$ cat src/rtl/gpio_mask_pkg.sv
package gpio_mask_pkg;

    // Kind of register an access lands on
    typedef enum logic [1:0] {
        ACC_NONE = 2'd0,
        ACC_DATA = 2'd1,
        ACC_DIR  = 2'd2
    } acc_e;

endpackage

$ cat src/rtl/gpio_addr_dec.sv
module gpio_addr_dec
    import gpio_mask_pkg::*;
#(
    parameter int NPIN   = 8,
    parameter int ADDR_W = 12
) (
    input  logic [ADDR_W-1:0] addr,
    output acc_e              acc,
    output logic [NPIN-1:0]   pin_mask
);
    // Data window spans offsets whose bits above the mask field are zero
    localparam int MASK_LO = 2;
    localparam int MASK_HI = NPIN + MASK_LO - 1;
    localparam int DIR_OFS = 1 << (NPIN + MASK_LO);

    logic aligned;
    logic upper_zero;

    assign aligned    = (addr[MASK_LO-1:0] == '0);
    assign upper_zero = (addr[ADDR_W-1:MASK_HI+1] == '0);
    assign pin_mask   = addr[MASK_HI:MASK_LO];

    always_comb begin
        acc = ACC_NONE;
        if (aligned && upper_zero) begin
            acc = ACC_DATA;
        end else if (addr == ADDR_W'(DIR_OFS)) begin
            acc = ACC_DIR;
        end
    end
endmodule

$ cat src/rtl/gpio_sync2.sv
module gpio_sync2 #(
    parameter int NPIN = 8
) (
    input  logic            clk,
    input  logic            rst_n,
    input  logic [NPIN-1:0] pad_in,
    output logic [NPIN-1:0] pad_sync
);
    for (genvar i = 0; i < NPIN; i++) begin : g_pin
        logic meta_q;
        logic stab_q;

        always_ff @(posedge clk or negedge rst_n) begin
            if (!rst_n) begin
                meta_q <= 1'b0;
                stab_q <= 1'b0;
            end else begin
                meta_q <= pad_in[i];
                stab_q <= meta_q;
            end
        end

        assign pad_sync[i] = stab_q;
    end
endmodule

$ cat src/rtl/gpio_pin_view.sv
module gpio_pin_view #(
    parameter int NPIN = 8
) (
    input  logic [NPIN-1:0] dir,
    input  logic [NPIN-1:0] latch,
    input  logic [NPIN-1:0] pad_sync,
    output logic [NPIN-1:0] level
);
    // Per pin: outputs show the latch, inputs show the synchronized pad
    for (genvar i = 0; i < NPIN; i++) begin : g_pin
        assign level[i] = dir[i] ? latch[i] : pad_sync[i];
    end
endmodule

$ cat src/rtl/gpio_mask_port.sv
module gpio_mask_port
    import gpio_mask_pkg::*;
#(
    parameter int NPIN   = 8,
    parameter int ADDR_W = 12
) (
    input  logic              clk,
    input  logic              rst_n,
    input  logic              bus_valid,
    input  logic              bus_write,
    input  logic [ADDR_W-1:0] bus_addr,
    input  logic [NPIN-1:0]   bus_wdata,
    output logic [NPIN-1:0]   bus_rdata,
    input  logic [NPIN-1:0]   pad_in,
    output logic [NPIN-1:0]   pad_out,
    output logic [NPIN-1:0]   pad_oe
);
    typedef struct packed {
        logic [NPIN-1:0] dir;
        logic [NPIN-1:0] latch;
        logic [NPIN-1:0] rdata;
    } port_state_t;

    port_state_t st_d, st_q;

    acc_e            acc;
    logic [NPIN-1:0] pin_mask;
    logic [NPIN-1:0] pad_sync;
    logic [NPIN-1:0] level;

    gpio_addr_dec #(.NPIN(NPIN), .ADDR_W(ADDR_W)) u_dec (
        .addr     (bus_addr),
        .acc      (acc),
        .pin_mask (pin_mask)
    );

    gpio_sync2 #(.NPIN(NPIN)) u_sync (
        .clk      (clk),
        .rst_n    (rst_n),
        .pad_in   (pad_in),
        .pad_sync (pad_sync)
    );

    gpio_pin_view #(.NPIN(NPIN)) u_view (
        .dir      (st_q.dir),
        .latch    (st_q.latch),
        .pad_sync (pad_sync),
        .level    (level)
    );

    always_comb begin
        logic [NPIN-1:0] wr_en;
        st_d  = st_q;
        wr_en = pin_mask & st_q.dir;
        if (bus_valid && bus_write) begin
            unique case (acc)
                ACC_DATA: st_d.latch = (st_q.latch & ~wr_en) | (bus_wdata & wr_en);
                ACC_DIR:  st_d.dir   = bus_wdata;
                default:  ;
            endcase
        end
        if (bus_valid && !bus_write) begin
            unique case (acc)
                ACC_DATA: st_d.rdata = level & pin_mask;
                ACC_DIR:  st_d.rdata = st_q.dir;
                default:  st_d.rdata = '0;
            endcase
        end
    end

    always_ff @(posedge clk or negedge rst_n) begin
        if (!rst_n) begin
            st_q <= '0;
        end else begin
            st_q <= st_d;
        end
    end

    assign bus_rdata = st_q.rdata;
    assign pad_out   = st_q.latch;
    assign pad_oe    = st_q.dir;
endmodule

$ cat config.mk
export PLATFORM = sky130hd
export DESIGN_NAME = gpio_mask_port
export DESIGN_NICKNAME = d
export VERILOG_FILES = /design/src/rtl/gpio_mask_pkg.sv /design/src/rtl/gpio_addr_dec.sv /design/src/rtl/gpio_sync2.sv /design/src/rtl/gpio_pin_view.sv /design/src/rtl/gpio_mask_port.sv
export SDC_FILE = /design/constraint.sdc
export NUM_CORES = 1
export LEC_CHECK = 0
export BUFFER_PORTS_ARGS = -buffer_cell sky130_fd_sc_hd__buf_2
export CAP_MARGIN = 0
export CORE_MARGIN = 2
export CORE_UTILIZATION = 40
export DETAILED_ROUTE_END_ITERATION = 8
export PLACE_DENSITY_LB_ADDON = 0.2
export SLEW_MARGIN = 20
export SYNTH_ARGS = -nofsm -noshare
export SYNTH_HDL_FRONTEND = slang
export SYNTH_SLANG_ARGS = --single-unit
$ cat constraint.sdc
create_clock -name clk -period 1 [get_ports clk]
set_input_delay 0.1 -clock clk [delete_from_list [all_inputs] [get_ports clk]]
set_output_delay 0.1 -clock clk [all_outputs]
set_load 0.01 [all_outputs]
==> summary.md, run 1 <==
| Metric | Value |
|---|---|
| Total instance count after detailed placement | `between 200 and 250` |
| Layout fillers | `slightly above 300` |
| Worst hold slack after final layout | `roughly 0.063 ns` |
| RSZ-0062 raised after global routing | `yes` |
| Total number of nets in the final design | `roughly 250` |
| Buf/Inv on CP | `2` |
| Worst Skew | `around 0.0084 ns` |
| Post-synth design cell area | `1635 sq um` |
| Launch point of the critical path | `pad_oe[5]` |
| Finished Layout Cells | `around 270` |
| Hold path startpoint | `bus_wdata[0]` |
| CTS tree | `built` |
| Overflow left after global routing | `0` |
| Max cap viols | `0` |
| Vertical extent of the die | `~68 um` |
| Antenna violations before repair | `0` |
| Family of cells with the greatest summed delay on the critical path | `flip-flops` |
| Clock Pin Slew Worst Setup and Hold Paths | `0.08 ns` |
| Maximum number of pins on one net before global-route repair | `41` |
| Most frequent CP cell | `sky130_fd_sc_hd__buf_6` |
| Most frequent cells after synthesis | `sky130_fd_sc_hd__dfrtp_1, sky130_fd_sc_hd__mux2_2, sky130_fd_sc_hd__nand4_1` |
| I/O Pins | `56` |
| Sequential-to-total area share from yosys stat | `61.21%` |
| Placed wire-length estimate | `2.924 mm` |
| Cell at the root of the clock tree | `sky130_fd_sc_hd__clkbuf_8` |
| CTS Buffer Depth | `2` |
| Final Hold Violating Endpoints | `0` |
| Total wirelength of the detailed-routed design | `4.321 mm` |
| First-pass GRT wire length | `between 6 and 7 mm` |
| Number of failing setup endpoints in the final timing report | `21` |
| Instance area after placement | `between 2000 and 2500 sq um` |
| Count of standard-cell rows | `23` |
| Clock latency on the worst-skew pair | `~0.29 ns` |
| Placer Congestion | `slightly below 0.8` |
| Die footprint | `4616 sq um` |
| Post-synth EDFFs | `0` |
| TritonCTS Sinks | `40` |
| Critical Path Source Type | `flop` |
| Yosys top cell by area | `sky130_fd_sc_hd__dfrtp_1` |
| Global Route Usage Sum | `~20%` |
| Routed wire per std cell | `16.24 um` |
| Maximum vdd ir drop | `between 0.0008 and 0.0009 V` |
| Violated checks | `negative setup slack` |
| Category of the most critical setup path | `reg -> out` |
| Pwr Density | `approximately 1200 nW/um^2` |
| DR vias | `between 1000 and 1500` |
| Worst slew margin relative to its limit | `~74%` |
| Starting density of the core | `41.18%` |
| Port buffer count | `55` |
| Worst-path cell with the longest stage delay | `sky130_fd_sc_hd__dfrtp_2` |
| Cells along the critical path | `buf_6, buf_6` |
| DRC Markers | `0` |
| Data arrival at the endpoint of the critical path | `approximately 0.98 ns` |
| Ranking of synthesized cells by area | `sky130_fd_sc_hd__dfrtp_1, sky130_fd_sc_hd__mux2_2, sky130_fd_sc_hd__nand4_1` |
| Period utilisation layout | `107.5%` |
| Core Box Area | `roughly 4000 sq um` |
| ANT nets after route | `0` |
| Register bit total from synthesis | `40` |
| Average instance area after synthesis | `13.63 sq um` |
| Number of unique standard cell types used by synthesis | `21` |
| # H-tree levels | `2` |
| Predominant post-synthesis flop cell | `sky130_fd_sc_hd__dfrtp_1` |
| Hold Crit Class | `in -> reg` |
| Final Critical Period | `approximately 1.1 ns` |
| Vias per inst | `between 5 and 6` |
| 1st-pass router iterations | `4` |
| TritonCTS Buffers | `5` |
| Leakage Power | `roughly 1.3 nW` |
| Net count of the mapped netlist | `roughly 150` |
| Via count of the first global-routing pass | `about 1400` |
| Core utilization of the finished layout | `66.70%` |
| Async set-reset flop share out of synthesis | `between 90% and 100%` |
| Timing-limited maximum frequency | `between 0.9 and 1 GHz` |
| Dpl ws | `-0.4060 ns` |
| Share of Yosys cell area claimed by the top area cell type | `around 61%` |
| Run status | `finished, violations left` |
| Area Growth Syn to Fin | `61.97%` |
| Top fanout value on the critical path | `4` |
| Worst R2R Start | `pad_oe[6]` |
| Most common cell in the netlist | `sky130_fd_sc_hd__dfrtp_1` |
| Slowest cell delay on critical path | `0.45 ns` |
| Crit path required time | `around 0.90 ns` |
| Kind of capture point of the worst setup path | `output pin` |
| Fraction of layout cells with a size suffix above 1 | `roughly three fifths` |
| Tightest Pin Transition | `~0.4 ns` |
| Number of cells produced by synthesis | `120` |
| DIE WIDTH | `67.94 um` |
| Initial DRC Count | `approximately 120` |
| Total inserted antenna cells | `0` |
| Final setup margin | `-0.07522 ns` |
| Slew Viols, Final | `0` |
| Area of all placed cells without fillers | `around 2600 sq um` |
| Total number of yosys warnings | `0` |
## power by group
| group | internal, mW | switching (mW) | total, mW |
|---|---|---|---|
| clock | 0.563 | 0.551 | 1.11 |
| combinational | 0.184 | 0.150 | 0.334 |
| sequential | 1.65 | 0.0137 | 1.67 |
## cell usage in the layout, fill, tap and decap left out
cell type / Yosys / final
sky130_fd_sc_hd__nor4_4: 1 / 2
sky130_fd_sc_hd__nor4b_2: 0 / 1
sky130_fd_sc_hd__buf_12: 0 / 1
sky130_fd_sc_hd__nand4_4: 0 / 2
sky130_fd_sc_hd__nor4b_4: 0 / 1
sky130_fd_sc_hd__nor2b_1: 1 / 1
sky130_fd_sc_hd__nor4bb_4: 0 / 1
sky130_fd_sc_hd__dfrtp_2: 0 / 8
sky130_fd_sc_hd__mux2_4: 2 / 20
sky130_fd_sc_hd__nand2_1: 8 / 8
sky130_fd_sc_hd__clkbuf_1: 0 / 2
sky130_fd_sc_hd__and2_2: 0 / 1
sky130_fd_sc_hd__buf_6: 1 / 23
sky130_fd_sc_hd__dlygate4sd3_1: 0 / 9
sky130_fd_sc_hd__nand2b_1: 1 / 1
sky130_fd_sc_hd__o211ai_1: 8 / 8
sky130_fd_sc_hd__clkbuf_8: 0 / 6
sky130_fd_sc_hd__buf_2: 1 / 40
sky130_fd_sc_hd__nor2_1: 1 / 1
sky130_fd_sc_hd__and4_4: 0 / 1
sky130_fd_sc_hd__nand4_1: 15 / 15
sky130_fd_sc_hd__inv_1: 8 / 8
sky130_fd_sc_hd__dfrtp_1: 40 / 32
sky130_fd_sc_hd__mux2_2: 22 / 4
sky130_fd_sc_hd__buf_8: 0 / 3
sky130_fd_sc_hd__buf_4: 1 / 17
## final timing paths
check | endpoint | slack [ns] | cells past startpoint
hold reg to reg | u_sync.g_pin[7].stab_q | 0.35 | 0
setup / recovery | pad_oe[5] | -0.08 | 2
max in group asynchronous | pad_oe[2] | 0.47 | 3
hold / removal | pad_oe[0] | 0.06 | 2
setup reg to reg | bus_rdata[6] | -0.05 | 3
min in group asynchronous | u_sync.g_pin[6].meta_q | 0.30 | 3
## through the flow
step / power [mW] / setup TNS, ns
after floorplan: 1.768 / -1.630
after global placement: 1.955 / -7.700
after detailed placement: 1.961 / -7.568
after CTS: 3.116 / -0.6931
after global routing: 3.237 / -1.343
final: 3.116 / -0.6445
## cells by family after synthesis
family / Yosys count / share of synthesized area [%]
AO/OA/AOI/OAI: 8 / 3.673
buffers and inverters: 13 / 3.749
flip-flops: 40 / 61.21
multiplexers: 24 / 16.99
AND/OR/NAND/NOR: 35 / 14.38
## cell type report
type                            count  area [sq um]  area share (%)
Multi-Input combinational cell     67         713.2           26.92
Timing Repair Buffer               93         742.0           28.01
Sequential cell                    40          1011           38.17
Inverter                            8         30.03           1.134
Clock buffer                        8         90.09           3.401
Tap cell                           50         62.56           2.362
## repair_timing
item	CTS	global route
resized for setup	27	18
hold buffers	9	0
hold endpoints to repair	48	0
buffers inserted	3	0
pin swaps	8	8
cloned	0	1
setup endpoints to repair	27	31
## per-layer routing
metal | GRT usage [%] | vias up | share of wire (%)
li1 | - | 633 | -
met1 | 27.49 | 652 | 46
met2 | 31.55 | 47 | 47
met3 | 5.592 | 6 | 5.9
met4 | 8.000 | 0 | 1.2
met5 | 0 | - | 0
## worst register-to-register path, stage by stage (launching register included)
cell,delay [ns]
sky130_fd_sc_hd__dfrtp_2,0.46
sky130_fd_sc_hd__mux2_4,0.31
sky130_fd_sc_hd__nand4_1,0.07
sky130_fd_sc_hd__o211ai_1,0.09
Power figures use the tool's default switching activity.
==> run 2, diff against run 1 <==
--- a/config.mk
+++ b/config.mk
@@ -8,9 +8,11 @@
 export BUFFER_PORTS_ARGS = -buffer_cell sky130_fd_sc_hd__buf_2
 export CAP_MARGIN = 0
 export CORE_MARGIN = 2
-export CORE_UTILIZATION = 40
+export CORE_UTILIZATION = 30
 export DETAILED_ROUTE_END_ITERATION = 8
 export PLACE_DENSITY_LB_ADDON = 0.2
+export RECOVER_POWER = 50
+export SETUP_SLACK_MARGIN = 0.05
 export SLEW_MARGIN = 20
 export SYNTH_ARGS = -nofsm -noshare
 export SYNTH_HDL_FRONTEND = slang
==> run 2 against run 1 <==
  * The run still ends with negative setup slack left
  * Cell area increased by 2.0%
  * Final cell count increased by 9.0%
  * Maximum frequency about the same
  * Largest power group unchanged
==> summary.md, run 2 (synthesis gave the netlist of run 1 again) <==
| Metric | Value |
|---|---|
| Vertical extent of the die | `77.83 um (+15%)` |
| DIE WIDTH | `77.83 um (+15%)` |
| Number of failing setup endpoints in the final timing report | `24 (+14%)` |
| Fraction of layout cells with a size suffix above 1 | `61.36% (+0.72 points)` |
| Final setup margin | `-0.07557 ns (-0.0003485 ns)` |
| Placer Congestion | `0.7856 (-0.37%)` |
| Worst Skew | `0.003967 ns (-0.004410 ns)` |
| TritonCTS Sinks | `40 (unchanged)` |
| Overflow left after global routing | `0 (unchanged)` |
| Leakage Power | `1.317 nW (+2.2%)` |
| Worst hold slack after final layout | `0.05960 ns (-0.003297 ns)` |
| Placed wire-length estimate | `3.185 mm (+8.9%)` |
| Global Route Usage Sum | `16.25% (-4.2 points)` |
| Critical Path Source Type | `flop` |
| Core Box Area | `5172 sq um (+30%)` |
| Tightest Pin Transition | `0.5477 ns (+0.1560 ns)` |
| Port buffer count | `55 (unchanged)` |
| Max cap viols | `0 (unchanged)` |
| Final Critical Period | `1.076 ns (+0.0003485 ns)` |
| Starting density of the core | `31.62% (-9.6 points)` |
| Core utilization of the finished layout | `52.23% (-14 points)` |
| RSZ-0062 raised after global routing | `yes` |
| First-pass GRT wire length | `7.383 mm (+9.6%)` |
| Count of standard-cell rows | `26 (+13%)` |
| I/O Pins | `56 (unchanged)` |
| Cell at the root of the clock tree | `sky130_fd_sc_hd__clkbuf_8` |
| Top fanout value on the critical path | `4 (unchanged)` |
| Layout fillers | `456 (+50%)` |
| Kind of capture point of the worst setup path | `output pin` |
| Die footprint | `6058 sq um (+31%)` |
| Slew Viols, Final | `0 (unchanged)` |
| Maximum number of pins on one net before global-route repair | `41 (unchanged)` |
| Via count of the first global-routing pass | `1413 (+0.36%)` |
| CTS Buffer Depth | `2 (unchanged)` |
| Pwr Density | `1146 nW/um^2 (-2.6%)` |
| Final Total Pwr | `3.094 mW (-0.69%)` |
| Total number of nets in the final design | `251 (+1.6%)` |
| Area Growth Syn to Fin | `65.19%` |
| Clock latency on the worst-skew pair | `0.29 ns (about the same)` |
| Run status | `finished, violations left` |
| Maximum vdd ir drop | `0.0006750 V (-19%)` |
| Hold Crit Class | `in -> reg` |
| Total inserted antenna cells | `0 (unchanged)` |
| Antenna violations before repair | `0 (unchanged)` |
| Category of the most critical setup path | `reg -> out` |
| Final Hold Violating Endpoints | `0 (unchanged)` |
| TritonCTS Buffers | `5 (unchanged)` |
| Post-route setup TNS | `-0.8650 ns (-0.2204 ns)` |
| ANT nets after route | `0 (unchanged)` |
| CTS tree | `built` |
| Routed wire per std cell | `15.89 um (-2.2%)` |
| Vias per inst | `4.755 (-5.5%)` |
| DR vias | `1379 (+3.1%)` |
| Commonest non-fill, non-tap cells in the layout | `sky130_fd_sc_hd__buf_2, sky130_fd_sc_hd__dfrtp_1, sky130_fd_sc_hd__mux2_4, sky130_fd_sc_hd__buf_6, sky130_fd_sc_hd__buf_4` |
| DRC Markers | `0 (unchanged)` |
| Period utilisation layout | `107.6% (about the same)` |
| Data arrival at the endpoint of the critical path | `0.98 ns (about the same)` |
| # H-tree levels | `2 (unchanged)` |
| Initial DRC Count | `64 (-48%)` |
| Clock Pin Slew Worst Setup and Hold Paths | `0.07 ns (about the same)` |
| Total wirelength of the detailed-routed design | `4.609 mm (+6.7%)` |
| Worst slew margin relative to its limit | `63.48% (-10 points)` |
| 1st-pass router iterations | `4 (unchanged)` |
| Commonest non-fill, non-tap cell in the layout | `sky130_fd_sc_hd__buf_2` |
| Crit path required time | `0.90 ns (about the same)` |
| Violated checks | `negative setup slack` |
| Timing-limited maximum frequency | `0.9297 GHz (about the same)` |
## run 2: cell types whose count changed in the layout (fill, tap and decap cells not counted), sizes merged
cell    before  now
clkbuf       8    9
buf         84   87
## run 2: cell type report
class	count	area [sq um]	share of cell area, %
sequential	40	1011	37.42
timing repair buffer	97	762.0	28.21
multi-input combinational	67	720.7	26.68
clock buffer	8	90.09	3.335
tap	70	87.58	3.242
inverter	8	30.03	1.112
## run 2: per-layer routing
metal	GRT usage [%]	vias to the layer above	routed length [um]
li1	-	639	-
met1	21.84	679	2067
met3	4.419	9	252
met5	0	-	0
met2	24.57	52	2184
met4	6.964	0	105
## run 2: per-stage QoR
| stage | worst slack, ns | std cells | instance area [sq um] |
|---|---|---|---|
| after detailed placement | -0.4913 | 263 | 2258 |
| after floorplan | -0.1694 | 120 | 1745 |
| after CTS | -0.08255 | 288 | 2695 |
| after global routing | -0.1080 | 290 | 2701 |
| final | -0.07557 | 290 | 2701 |
| after global placement | -0.3977 | 263 | 2258 |
## run 2: path summary, 6_finish.rpt
path	start	end	slack, ns	depth (start not counted)
min in group asynchronous	rst_n	u_sync.g_pin[3].stab_q	0.44	3
max	pad_oe[3]	pad_oe[3]	-0.08	2
min reg2reg	u_sync.g_pin[6].meta_q	u_sync.g_pin[6].stab_q	0.35	0
max in group asynchronous	rst_n	pad_oe[7]	0.16	3
min	bus_wdata[0]	pad_oe[0]	0.06	2
max reg2reg	pad_oe[7]	flop	-0.07	3
## run 2: power breakdown
part	total (mW)	leakage (nW)	switching, mW	internal (mW)
combinational	0.320	0.764	0.151	0.169
clock	1.11	0.0455	0.544	0.563
sequential	1.67	0.508	0.0126	1.65
total	3.09	1.32	0.708	2.39
## run 2: critical path, cell delays in order (launching register included)
cell,delay [ns]
sky130_fd_sc_hd__dfrtp_2,0.44
sky130_fd_sc_hd__buf_6,0.13
sky130_fd_sc_hd__buf_6,0.11
## run 2: timing repair
action	4_1_cts	5_1_grt
endpoints found under the setup margin	33	44
gates cloned	0	0
pin swaps	9	7
hold buffers	9	0
gates resized for setup	47	1
setup buffers	8	2
endpoints found under the hold margin	48	0
==> run 3, diff against run 2 <==
--- a/config.mk
+++ b/config.mk
@@ -5,9 +5,9 @@
 export SDC_FILE = /design/constraint.sdc
 export NUM_CORES = 1
 export LEC_CHECK = 0
+export ABC_AREA = 1
 export BUFFER_PORTS_ARGS = -buffer_cell sky130_fd_sc_hd__buf_2
 export CAP_MARGIN = 0
-export CORE_MARGIN = 2
 export CORE_UTILIZATION = 30
 export DETAILED_ROUTE_END_ITERATION = 8
 export PLACE_DENSITY_LB_ADDON = 0.2
==> run 3 against run 2 <==
  * The run still ends with negative setup slack left
  * Synthesized area up 8.7%
  * Critical path depth up 5
  * Total power up 5.4%
  * Synthesized cell count up 64%
  * Worst hold slack better by 0.021 ns
  * Sequential share of layout area down 0.68 points
  * Critical path type is now reg -> reg
  * Highest routed layer unchanged
==> summary.md, run 3 <==
| Metric | Value |
|---|---|
| Hold Crit Class | `in -> reg` |
| Sequential standard cell area | `1002 sq um (-0.87%)` |
| Total wirelength of the detailed-routed design | `4.545 mm (-1.4%)` |
| Post-synth design cell area | `1778 sq um (+8.7%)` |
| Ranking of synthesized cells by area | `sky130_fd_sc_hd__dfrtp_1, sky130_fd_sc_hd__nor2_1, sky130_fd_sc_hd__nand3_1` |
| Vias per inst | `4.321 (-9.1%)` |
| Final Critical Period | `1.058 ns (-0.01714 ns)` |
| Share of Yosys cell area claimed by the top area cell type | `56.30% (-4.9 points)` |
| Starting density of the core | `31.70% (+0.089 points)` |
| Category of the most critical setup path | `reg -> reg` |
| DRC Markers | `0 (unchanged)` |
| Final setup margin | `-0.05843 ns (+0.01714 ns)` |
| Data arrival at the endpoint of the critical path | `1.24 ns (+0.26 ns)` |
| Yosys top cell by area | `sky130_fd_sc_hd__dfrtp_1` |
| Port buffer count | `55 (unchanged)` |
| Placed wire-length estimate | `3.022 mm (-5.1%)` |
| Timing-limited maximum frequency | `0.9448 GHz (+1.6%)` |
| Kind of capture point of the worst setup path | `flop` |
| TritonCTS Sinks | `40 (unchanged)` |
| Number of failing setup endpoints in the final timing report | `4 (-83%)` |
| Maximum vdd ir drop | `0.0005975 V (-11%)` |
| Clock latency on the worst-skew pair | `0.29 ns (about the same)` |
| Clock Pin Slew Worst Setup and Hold Paths | `0.08 ns (about the same)` |
| First-pass GRT wire length | `7.231 mm (-2.1%)` |
| Vertical extent of the die | `78.99 um (+1.5%)` |
| Run status | `finished, violations left` |
| Core Box Area | `5608 sq um (+8.4%)` |
| I/O Pins | `56 (unchanged)` |
| Pwr Density | `1195 nW/um^2 (+4.4%)` |
| Dpl ws | `-0.1959 ns (+0.2953 ns)` |
| Number of cells produced by synthesis | `197 (+64%)` |
| Worst slew margin relative to its limit | `62.38% (-1.1 points)` |
| Commonest non-fill, non-tap cell in the layout | `sky130_fd_sc_hd__buf_2` |
| DIE WIDTH | `78.99 um (+1.5%)` |
| # H-tree levels | `2 (unchanged)` |
| RSZ-0062 raised after global routing | `yes` |
| Slew Viols, Final | `0 (unchanged)` |
| CTS tree | `built` |
| Post-synth EDFFs | `0 (unchanged)` |
| ANT nets after route | `0 (unchanged)` |
| Async set-reset flop share out of synthesis | `100.0% (unchanged)` |
| Layout fillers | `584 (+28%)` |
| Critical Path Source Type | `flop` |
| Antenna violations before repair | `0 (unchanged)` |
| Total inserted antenna cells | `0 (unchanged)` |
| Crit path required time | `1.18 ns (+0.28 ns)` |
| Cell at the root of the clock tree | `sky130_fd_sc_hd__clkbuf_8` |
| Net count of the mapped netlist | `229 (+51%)` |
| Count of standard-cell rows | `27 (+3.8%)` |
| Routed wire per std cell | `11.96 um (-25%)` |
| DR vias | `1642 (+19%)` |
| Sequential-to-total area share from yosys stat | `56.30% (-4.9 points)` |
| Predominant post-synthesis flop cell | `sky130_fd_sc_hd__dfrtp_1` |
| Post-route setup TNS | `-0.1212 ns (+0.7438 ns)` |
| Total number of nets in the final design | `339 (+35%)` |
| Final Hold Violating Endpoints | `0 (unchanged)` |
| Global Route Usage Sum | `15.43% (-0.82 points)` |
| R2r setup slk | `-0.06 ns (about the same)` |
| Die footprint | `6239 sq um (+3.0%)` |
| 1st-pass router iterations | `4 (unchanged)` |
| Leakage Power | `1.469 nW (+12%)` |
| Average instance area after synthesis | `9.025 sq um (-34%)` |
| Top fanout value on the critical path | `3 (-1)` |
| CTS Buffer Depth | `2 (unchanged)` |
| TritonCTS Buffers | `5 (unchanged)` |
| Number of unique standard cell types used by synthesis | `17 (-19%)` |
| Footprint of the multi-input gates | `725.7 sq um (+0.69%)` |
| Tightest Pin Transition | `0.5644 ns (+0.01661 ns)` |
| Initial DRC Count | `98 (+53%)` |
| Period utilisation layout | `105.8% (-1.7 points)` |
| Fraction of layout cells with a size suffix above 1 | `45.78% (-16 points)` |
| Maximum number of pins on one net before global-route repair | `41 (unchanged)` |
| Area Growth Syn to Fin | `53.41%` |
| Commonest non-fill, non-tap cells in the layout | `sky130_fd_sc_hd__buf_2, sky130_fd_sc_hd__dfrtp_1, sky130_fd_sc_hd__nor2_1` |
| Core utilization of the finished layout | `48.64% (-3.6 points)` |
| Violated checks | `negative setup slack` |
| Worst Skew | `0.002188 ns (-0.001779 ns)` |
| Most common cell in the netlist | `sky130_fd_sc_hd__nor2_1` |
| Via count of the first global-routing pass | `1578 (+12%)` |
| Worst hold slack after final layout | `0.08016 ns (+0.02056 ns)` |
| Most frequent cells after synthesis | `sky130_fd_sc_hd__nor2_1, sky130_fd_sc_hd__dfrtp_1, sky130_fd_sc_hd__nand2_1` |
| Total number of yosys warnings | `0 (unchanged)` |
| Placer Congestion | `0.7916 (+0.76%)` |
| Overflow left after global routing | `0 (unchanged)` |
| Register bit total from synthesis | `40 (unchanged)` |
| Max cap viols | `0 (unchanged)` |
run 3: path summary, 6_finish.rpt:
check,from,endpoint,cells after the start
min in group asynchronous,rst_n,u_sync.g_pin[5].stab_q,3
setup reg to reg,pad_oe[6],bus_rdata[6],7
max in group asynchronous,rst_n,pad_oe[4],3
hold reg to reg,u_sync.g_pin[5].meta_q,u_sync.g_pin[5].stab_q,0
setup / recovery,pad_oe[6],bus_rdata[6],7
hold / removal,bus_wdata[5],pad_oe[5],3
run 3: per-stage QoR:
stage | area [sq um] | std cells | power, mW
floorplan | 1780 | 197 | 1.891
global placement | 2335 | 348 | 2.128
detailed placement | 2335 | 348 | 2.129
CTS | 2572 | 370 | 3.284
global route | 2728 | 380 | 3.440
finish | 2728 | 380 | 3.261
run 3: cells by family (layout without fill, tap and decap cells):
group / Yosys count / after routing / share of synthesized area, %
compound gates: 24 / 24 / 8.445
buf+inv: 29 / 139 / 6.545
flops: 40 / 40 / 56.30
simple gates: 104 / 105 / 28.71
run 3: layout make-up:
class	instances	share of cell area, %
multi-input cells	129	26.61
clock buffers	8	3.303
inverters	28	3.853
repair buffers	103	26.19
well taps	72	3.303
flip-flops and latches	40	36.74
run 3: critical path: stages (launching register included):
cell	delay, ns
sky130_fd_sc_hd__dfrtp_1	0.41
sky130_fd_sc_hd__buf_6	0.13
sky130_fd_sc_hd__nand2_2	0.05
sky130_fd_sc_hd__inv_2	0.03
sky130_fd_sc_hd__nor2_2	0.10
sky130_fd_sc_hd__nor2_1	0.05
sky130_fd_sc_hd__nor2_1	0.11
sky130_fd_sc_hd__a21oi_1	0.07
run 3: power breakdown:
group | switching, mW | internal (mW) | total, mW
Combinational | 0.228 | 0.206 | 0.435
Clock | 0.546 | 0.563 | 1.11
Sequential | 0.0296 | 1.69 | 1.72
Total | 0.804 | 2.46 | 3.26
run 3: metal layers:
metal / global-route usage (%) / part of all wire, % / vias to the layer above
met5: 0 / 0 / -
met4: 5.636 / 1.4 / 0
met3: 3.563 / 5.7 / 5
met2: 24.31 / 46 / 51
met1: 20.63 / 47 / 747
li1: - / - / 839
run 3: repair_timing:
item,in CTS,in global routing
hold buffers,9,0
cloned,0,1
pin swaps,1,34
gates resized for setup,4,27
endpoints found under the setup margin,11,37
setup buffers,5,9
hold endpoints to repair,48,0
